[src/rtl/hb_pkg.sv]
package hb_pkg;

  typedef enum logic [1:0] {
    SIDE_NONE = 2'd0,
    SIDE_HS   = 2'd1,
    SIDE_LS   = 2'd2
  } side_e;

endpackage

[src/rtl/hb_dead_timer.sv]
module hb_dead_timer #(
  parameter int DEAD = 25
) (
  input  logic clk,
  input  logic rst,
  input  logic opp_on_i,
  output logic ready_o
);
  localparam int CW = (DEAD < 1) ? 1 : $clog2(DEAD + 1);
  localparam logic [CW-1:0] LIMIT = CW'(DEAD);

  logic [CW-1:0] cnt_q;

  always_ff @(posedge clk) begin
    if (rst) begin
      cnt_q <= '0;
    end else if (opp_on_i) begin
      cnt_q <= '0;
    end else if (cnt_q != LIMIT) begin
      cnt_q <= cnt_q + 1'b1;
    end
  end

  assign ready_o = (cnt_q == LIMIT);

  p_ready_needs_quiet_r3: assert property (@(posedge clk) disable iff (rst)
    opp_on_i |=> !ready_o);

endmodule

[src/rtl/hb_lockout.sv]
module hb_lockout (
  input  logic clk,
  input  logic rst,
  input  logic vdd_ok_i,
  input  logic boot_ok_i,
  input  logic sw_hi_i,
  input  logic in_i,
  input  logic short_i,
  output logic powered_o,
  output logic hs_block_o,
  output logic fault_o
);
  logic powered_q, in_q, block_q, fault_q, block_d, in_rise;

  assign in_rise = in_i && !in_q;

  always_comb begin
    block_d = block_q;
    if (in_rise) begin
      block_d = !boot_ok_i;
    end else if (block_q && boot_ok_i && sw_hi_i) begin
      block_d = 1'b0;
    end
  end

  always_ff @(posedge clk) begin
    if (rst) begin
      powered_q <= 1'b0;
      in_q      <= 1'b0;
      block_q   <= 1'b0;
      fault_q   <= 1'b0;
    end else begin
      powered_q <= powered_q || vdd_ok_i;
      in_q      <= in_i;
      block_q   <= block_d;
      fault_q   <= short_i || (powered_q && !vdd_ok_i);
    end
  end

  assign powered_o  = powered_q;
  assign hs_block_o = block_d;
  assign fault_o    = fault_q;

  p_block_holds_r11: assert property (@(posedge clk) disable iff (rst)
    (block_q && !sw_hi_i && !in_rise) |-> hs_block_o);

  p_prepower_quiet_r6: assert property (@(posedge clk) disable iff (rst)
    (!powered_q && !short_i) |=> !fault_o);

endmodule

[src/rtl/hb_gate_seq.sv]
module hb_gate_seq #(
  parameter int HS_DEAD = 25,
  parameter int LS_DEAD = 30
) (
  input  logic clk,
  input  logic rst,
  input  logic en_i,
  input  logic in_i,
  input  logic vdd_ok_i,
  input  logic boot_ok_i,
  input  logic sw_hi_i,
  input  logic short_i,
  output logic hs_gate_o,
  output logic ls_gate_o,
  output logic fault_o
);
  import hb_pkg::*;

  logic        powered, hs_block, run;
  logic        hs_q, ls_q;
  logic [1:0]  ready;
  logic [1:0]  opp_on;
  side_e       sel;

  hb_lockout u_lockout (
    .clk        (clk),
    .rst        (rst),
    .vdd_ok_i   (vdd_ok_i),
    .boot_ok_i  (boot_ok_i),
    .sw_hi_i    (sw_hi_i),
    .in_i       (in_i),
    .short_i    (short_i),
    .powered_o  (powered),
    .hs_block_o (hs_block),
    .fault_o    (fault_o)
  );

  // index 0: upper side (waits on lower gate), index 1: lower side (waits on upper gate)
  assign opp_on = {hs_q, ls_q};

  for (genvar s = 0; s < 2; s++) begin : g_dead
    hb_dead_timer #(.DEAD(s == 0 ? HS_DEAD : LS_DEAD)) u_timer (
      .clk      (clk),
      .rst      (rst),
      .opp_on_i (opp_on[s]),
      .ready_o  (ready[s])
    );
  end

  assign run = en_i && vdd_ok_i && !short_i;

  always_comb begin
    sel = SIDE_NONE;
    if (run) begin
      if (!in_i)          sel = SIDE_LS;
      else if (!hs_block) sel = SIDE_HS;
    end
  end

  always_ff @(posedge clk) begin
    if (rst) begin
      hs_q <= 1'b0;
      ls_q <= 1'b0;
    end else begin
      hs_q <= (sel == SIDE_HS) && ready[0] && !ls_q;
      ls_q <= (sel == SIDE_LS) && ready[1] && !hs_q;
    end
  end

  assign hs_gate_o = hs_q;
  assign ls_gate_o = ls_q;

  p_no_overlap_r2: assert property (@(posedge clk) disable iff (rst)
    !(hs_gate_o && ls_gate_o));

  p_hs_gap_r3: assert property (@(posedge clk) disable iff (rst)
    $rose(hs_gate_o) |-> ($past(!ls_gate_o) && !ls_gate_o));

  p_ls_gap_r4: assert property (@(posedge clk) disable iff (rst)
    $rose(ls_gate_o) |-> ($past(!hs_gate_o) && !hs_gate_o));

  p_enable_off_r5: assert property (@(posedge clk) disable iff (rst)
    !en_i |=> (!hs_gate_o && !ls_gate_o));

  p_supply_drop_r7: assert property (@(posedge clk) disable iff (rst)
    (powered && !vdd_ok_i) |=> (!hs_gate_o && !ls_gate_o && fault_o));

  p_short_off_r8: assert property (@(posedge clk) disable iff (rst)
    short_i |=> (!hs_gate_o && !ls_gate_o && fault_o));

  p_boot_hold_r9: assert property (@(posedge clk) disable iff (rst)
    hs_block |=> !hs_gate_o);

endmodule

[config.mk]
export PLATFORM = sky130hd
export DESIGN_NAME = hb_gate_seq
export DESIGN_NICKNAME = d
export VERILOG_FILES = /design/src/rtl/hb_pkg.sv /design/src/rtl/hb_dead_timer.sv /design/src/rtl/hb_lockout.sv /design/src/rtl/hb_gate_seq.sv
export SDC_FILE = /design/constraint.sdc
export NUM_CORES = 1
export LEC_CHECK = 0
export BUFFER_PORTS_ARGS = -buffer_cell sky130_fd_sc_hd__buf_2
export CAP_MARGIN = 20
export CORE_MARGIN = 2
export CORE_UTILIZATION = 51
export CTS_CLUSTER_DIAMETER = 200
export DETAILED_ROUTE_END_ITERATION = 8
export GPL_TIMING_DRIVEN = 1
export MAX_ROUTING_LAYER = met4
export PLACE_DENSITY_LB_ADDON = 0.08
export REMOVE_ABC_BUFFERS = 1
export SLEW_MARGIN = 20
export SYNTH_ARGS = -nofsm -noshare
export SYNTH_HDL_FRONTEND = slang
export SYNTH_SLANG_ARGS = --single-unit
[constraint.sdc]
create_clock -name clk -period 1.64 [get_ports clk]
set_clock_uncertainty 0.05 [all_clocks]
set_input_delay 0.328 -clock clk [delete_from_list [all_inputs] [get_ports clk]]
set_output_delay 0.328 -clock clk [all_outputs]
set_load 0.01 [all_outputs]
==> impl_metrics.json, run 1 <==
{
  "vias": 469,
  "clockBufferDepth": 2,
  "final_nets": 93,
  "leakagePower_nw": 0.3318,
  "areaGrowthSynthToFinish_pct": 15.07,
  "synth.area.top_cells": "dfxtp_1 48%, ha_1 7.5%, nor2_1 5.6%",
  "final_antenna_net_count": 0,
  "intPower_w": 0.0005759,
  "rows": 13,
  "slew_headroom_pct": 81.09,
  "async_flop_share_pct": 0,
  "peakVddDrop_mv": 0.7383,
  "routed_wl_um": 1048,
  "grt_pass1_vias": 437,
  "arrival_ps": 1440,
  "min_delay_path_depth": 2,
  "synthTopCellsByCount": "16 x dfxtp_1, 10 x nor2_1, 4 x ha_1, 4 x nand3_1, 4 x xor2_1",
  "grt_pass1_wl_um": 1794,
  "num-fill-cells": 109,
  "grt_max_degree": 10,
  "drive_gt1_share_pct": 22.50,
  "ys_ff_latch": 16,
  "layoutNonFillerInstCount": 95,
  "post_cts_buffers": 0,
  "critPathLaunchType": "register",
  "worst_slack_ps": 347.8,
  "r2r-end": "ls_gate_o$_SDFF_PP0_",
  "clock-sinks": 16,
  "synth_largest_area_cell": "dfxtp_1",
  "fin_crit_sh_pct": 78.79,
  "yosysMostFrequentCell": "dfxtp_1",
  "cts_resized": 0,
  "yosys.cell_types.count": 25,
  "pre_cts_ws_ps": 366.1,
  "fmax_mhz": 773.9,
  "numPlacedInstances": 91,
  "routedWlPerCell_um": 11.03,
  "dr.first_iter.drc_count": 8,
  "reg2reg_slack_ps": 350,
  "r2r_cells": 3,
  "rr_startpoint": "g_dead[1].u_timer.cnt_q[1]$_SDFFE_PP0P_",
  "hold_buffers": 0,
  "synth.top_cell.area_share_pct": 48.21,
  "drv_slew": 0,
  "switching_power_w": 0.0001664,
  "fp.dieW_um": 40.10,
  "worstSetupEndpointType": "register",
  "yosys_most_used_dff": "dfxtp_1",
  "synth_warnings": 0,
  "netSwitchingFraction_pct": 22.42,
  "syn-cell-area_um2": 664.4,
  "core_area_mm2": 0.001252,
  "hold_end": "ls_gate_o$_SDFF_PP0_",
  "drc_errors": 0,
  "htree_num_levels": 1,
  "start_util_pct": 53.05,
  "clock_latency_ps": 280,
  "power_density_mw_per_mm2": 971.0,
  "tritoncts": "yes",
  "die_area_mm2": 0.001608,
  "worst_pin_slew_ps": 282.8,
  "max-cap-violations": 0,
  "finalHoldViolations": 0,
  "finalCriticalPeriod_ps": 1292,
  "synth_edf_count": 0,
  "die-height_um": 40.10,
  "hold_class": "in -> reg",
  "dr.pass1.iters": 2,
  "rsz0062_at_grt": "false",
  "grt_usage_pct": 18.56,
  "overflow": 0,
  "setup_violations": 0,
  "gp_congestion": 0.5771,
  "total_power_w": 0.0007423,
  "hold_start": "in_i",
  "critPathKind": "reg -> reg",
  "required_ps": 1790,
  "p_comb_share_pct": 8.5,
  "post-dp-hpwl_um": 750.1,
  "port_buffers": 10,
  "cts-root-buf": "clkbuf_4",
  "critPathMaxFanout": 6,
  "vias_per_cell": 4.937,
  "cts_made_buffers": 3,
  "pwr-share-seq_pct": 57.2,
  "power.share.clock_pct": 34.3,
  "syn_avg_cell_area_um2": 9.916,
  "clk_pin_slew_worst_paths_ps": 90,
  "antenna_found_initial": 0,
  "io_pins": 11,
  "diodes": 0,
  "utilization_pct": 61.04,
  "postSynthCellCount": 67,
  "synth-seq-area-share_pct": 48.21,
  "outcome": "completed",
  "finalSetupTns_ps": 0
}
==> how the worst max path moves through the flow <==
stage | startpoint | end
after floorplan | g_dead[1].u_timer.cnt_q[0]$_SDFFE_PP0P_ | g_dead[1].u_timer.cnt_q[1]$_SDFFE_PP0P_
after global placement | in_i | hs_gate_o$_SDFF_PP0_
after detailed placement | in_i | hs_gate_o$_SDFF_PP0_
after CTS | g_dead[1].u_timer.cnt_q[0]$_SDFFE_PP0P_ | g_dead[1].u_timer.cnt_q[1]$_SDFFE_PP0P_
after global routing | g_dead[1].u_timer.cnt_q[1]$_SDFFE_PP0P_ | ls_gate_o$_SDFF_PP0_
final | g_dead[1].u_timer.cnt_q[1]$_SDFFE_PP0P_ | ls_gate_o$_SDFF_PP0_
==> cell type report <==
class                           count  area [µm²]  area share, %
Timing Repair Buffer               10       50.05          6.547
Tap cell                           15       18.77          2.455
Multi-Input combinational cell     47       327.8          42.88
Inverter                            3       11.26          1.473
Clock buffer                        4       36.28          4.746
Sequential cell                    16       320.3          41.90
==> critical path, cell delays in order (launching register included) <==
cell	delay, ps
dfxtp_1	400
ha_1	190
nand4_1	260
nor4_1	300
==> state kept, by name (all words and copies together) (netlist names) <==
name / count
g_dead.u_timer.cnt_q: 10
hs_gate_o: 1
ls_gate_o: 1
u_lockout.block_q: 1
u_lockout.fault_o: 1
u_lockout.in_q: 1
u_lockout.powered_o: 1
==> metrics by stage <==
stage                     area (µm²)  hold WS (ps)
after global placement         728.2         396.9
after floorplan                659.4         350.4
after CTS                      764.5         162.9
final                          764.5         174.8
after global routing           764.5         177.6
after detailed placement       728.2         405.0
==> logic make-up (layout without fill, tap and decap cells) <==
group	count (synthesis)	count (layout)	synth area share, %
simple gates	28	28	24.11
flops	16	16	48.21
compound gates	8	8	8.472
xor+xnor	7	7	9.228
fa+ha+maj	4	4	7.533
buf+inv	4	17	2.447
==> metal layers <==
| metal | GRT usage [%] | vias to the layer above | part of all wire [%] |
|---|---|---|---|
| met5 | - | - | 0 |
| met4 | 7.759 | 0 | 1.1 |
| met3 | 10.00 | 2 | 5.2 |
| met2 | 27.82 | 10 | 42 |
| met1 | 20.27 | 202 | 52 |
| li1 | - | 255 | - |
==> power groups by stage <==
stage               Sequential, W  Clock (W)  Combinational, W
floorplan                0.000431          0         0.0000435
global placement         0.000433          0         0.0000625
detailed placement       0.000434          0         0.0000631
CTS                      0.000425   0.000266         0.0000638
global route             0.000428   0.000284         0.0000739
finish                   0.000425   0.000254         0.0000631
==> placed cells by master, fill, tap and decap left out, types with 2 or more instances in the layout <==
cell       n
buf_2     10
xnor2_1    3
a21oi_1    3
nand3_1    4
ha_1       4
inv_1      3
nor2_1    10
dfxtp_1   16
clkbuf_4   3
xor2_1     4
a211oi_1   2
or2_1      3
(Power assumes the default switching activity.)
==> run 2: changes to the inputs <==
CORE_UTILIZATION = 46   (was 51)
clock period = 1.1 ns   (was 1.64 ns; I/O delays follow)
==> impl_metrics.json, run 2 (synthesis results as in run 1) <==
{
  "die-height_um": 42.01,
  "drc_errors": 0,
  "layoutNonFillerInstCount": 106,
  "path_buf_inv": 0,
  "post_dp_cell_area_um2": 795.8,
  "slew_headroom_pct": 77.70,
  "arrival_ps": 1280,
  "power_density_mw_per_mm2": 1166,
  "drv_slew": 0,
  "finalHoldViolations": 0,
  "outcome": "complete, but fails checks",
  "routedWlPerCell_um": 12.25,
  "mostFrequentLayoutCells": "11 x dfxtp_1, 10 x buf_2, 9 x nor2_1",
  "required_ps": 1220,
  "fin_area_um2": 962.2,
  "port_buffers": 10,
  "utilization_pct": 73.03,
  "dr.first_iter.drc_count": 3,
  "worst_pin_slew_ps": 334.6,
  "diodes": 0,
  "drive_gt1_share_pct": 51.65,
  "hold_class": "in -> reg",
  "leakagePower_nw": 0.3999,
  "dr.pass1.iters": 6,
  "worstPathCellList": "ha_4 -> nand4b_1 -> xnor2_1 -> nor2_1",
  "critPathKind": "reg -> reg",
  "clock_latency_ps": 280,
  "clockBufferDepth": 2,
  "grt_pass1_wl_um": 2283,
  "io_pins": 11,
  "antenna_found_initial": 0,
  "final_antenna_net_count": 0,
  "fin_crit_sh_pct": 104.7,
  "setup_violations": 3,
  "cts_made_buffers": 3,
  "regMostFlops": "g_dead.u_timer.cnt_q",
  "overflow": 0,
  "finalCriticalPeriod_ps": 1152,
  "start_util_pct": 50.43,
  "numPlacedInstances": 100,
  "largest_reg_flops": 10,
  "path_delay_family": "flip-flops",
  "vias_per_cell": 5.009,
  "htree_num_levels": 1,
  "violations": "negative setup slack",
  "clk_pin_slew_worst_paths_ps": 90,
  "critPathLaunchType": "register",
  "peakVddDrop_mv": 0.8328,
  "gp_congestion": 0.8171,
  "fp.dieW_um": 42.01,
  "critPathMaxFanout": 5,
  "final_common_cell": "dfxtp_1",
  "grt_usage_pct": 17.52,
  "core_area_mm2": 0.001318,
  "fmax_mhz": 868.0,
  "clock-sinks": 16,
  "final_nets": 105,
  "areaGrowthSynthToFinish_pct": 44.82,
  "cp_slowest_cell": "dfxtp_2",
  "rsz0062_at_grt": "true",
  "cts-root-buf": "clkbuf_4",
  "pre_cts_ws_ps": -109.0,
  "die_area_mm2": 0.001764,
  "vias": 531,
  "slowest_delay_ps": 370,
  "hold_buffers": 0,
  "reg2reg_slack_ps": -50,
  "rows": 13,
  "tritoncts": "yes",
  "grt_pass1_vias": 556,
  "routed_wl_um": 1298,
  "max-cap-violations": 0,
  "worst_slack_ps": -52.01,
  "post-dp-hpwl_um": 859.2,
  "holdWs_ps": 103.0,
  "worstSetupEndpointType": "register",
  "grt_max_degree": 9
}
[run 2: cell types whose count changed in the layout (fill, tap and decap cells not counted), sizes merged]
| cell | change |
|---|---|
| buf | +12 |
| clkbuf | -1 |
[run 2: timing repair]
item / in CTS / in global routing
pin swaps: 3 / 8
gates resized for setup: 19 / 9
buffers inserted: 2 / 1
setup endpoints to repair: 8 / 10
[run 2: power by group]
group          total, W  internal, W  switching (W)
clock network  0.000301     0.000127       0.000173
logic          0.000190     0.000104      0.0000857
registers      0.000631     0.000611      0.0000200
[run 2: cell type report]
| cell class | count | area, µm² |
|---|---|---|
| multi-input cells | 47 | 427.9 |
| fillers | 100 | 355.3 |
| flip-flops and latches | 16 | 326.6 |
| repair buffers | 22 | 155.1 |
| clock buffers | 3 | 22.52 |
| well taps | 15 | 18.77 |
| inverters | 3 | 11.26 |
[run 2: worst reg2reg max path, stage by stage, from the launching register on]
cell and delay (ps):
dfxtp_2 370, ha_4 130, nand4b_1 220, xnor2_1 220
nor2_1 50
[run 2: metrics by stage]
step | total power (W) | TNS [ps]
3_5_place_dp | 0.0007721 | -512.0
2_1_floorplan | 0.0007076 | -92.05
5_1_grt | 0.001177 | -661.4
4_1_cts | 0.001113 | -191.1
3_3_place_gp | 0.0007688 | -372.8
6_report | 0.001121 | -140.1
[run 2: final timing paths]
check	from	cells after the start	end
min	short_i	3	u_lockout.fault_o$_SDFF_PP0_
max	g_dead[0].u_timer.cnt_q[0]$_SDFFE_PP0P_	4	g_dead[0].u_timer.cnt_q[0]$_SDFFE_PP0P_
min reg2reg	u_lockout.powered_o$_SDFF_PP0_	2	u_lockout.powered_o$_SDFF_PP0_
max reg2reg	g_dead[0].u_timer.cnt_q[0]$_SDFFE_PP0P_	4	g_dead[0].u_timer.cnt_q[0]$_SDFFE_PP0P_
[run 2: metal layers]
| layer | vias to the layer above | share of wire (%) | track usage (%) |
|---|---|---|---|
| met2 | 10 | 48 | 28.75 |
| li1 | 277 | - | - |
| met3 | 2 | 4.7 | 5.603 |
| met1 | 242 | 46 | 19.35 |
| met4 | 0 | 1.2 | 7.742 |
| met5 | - | 0 | - |
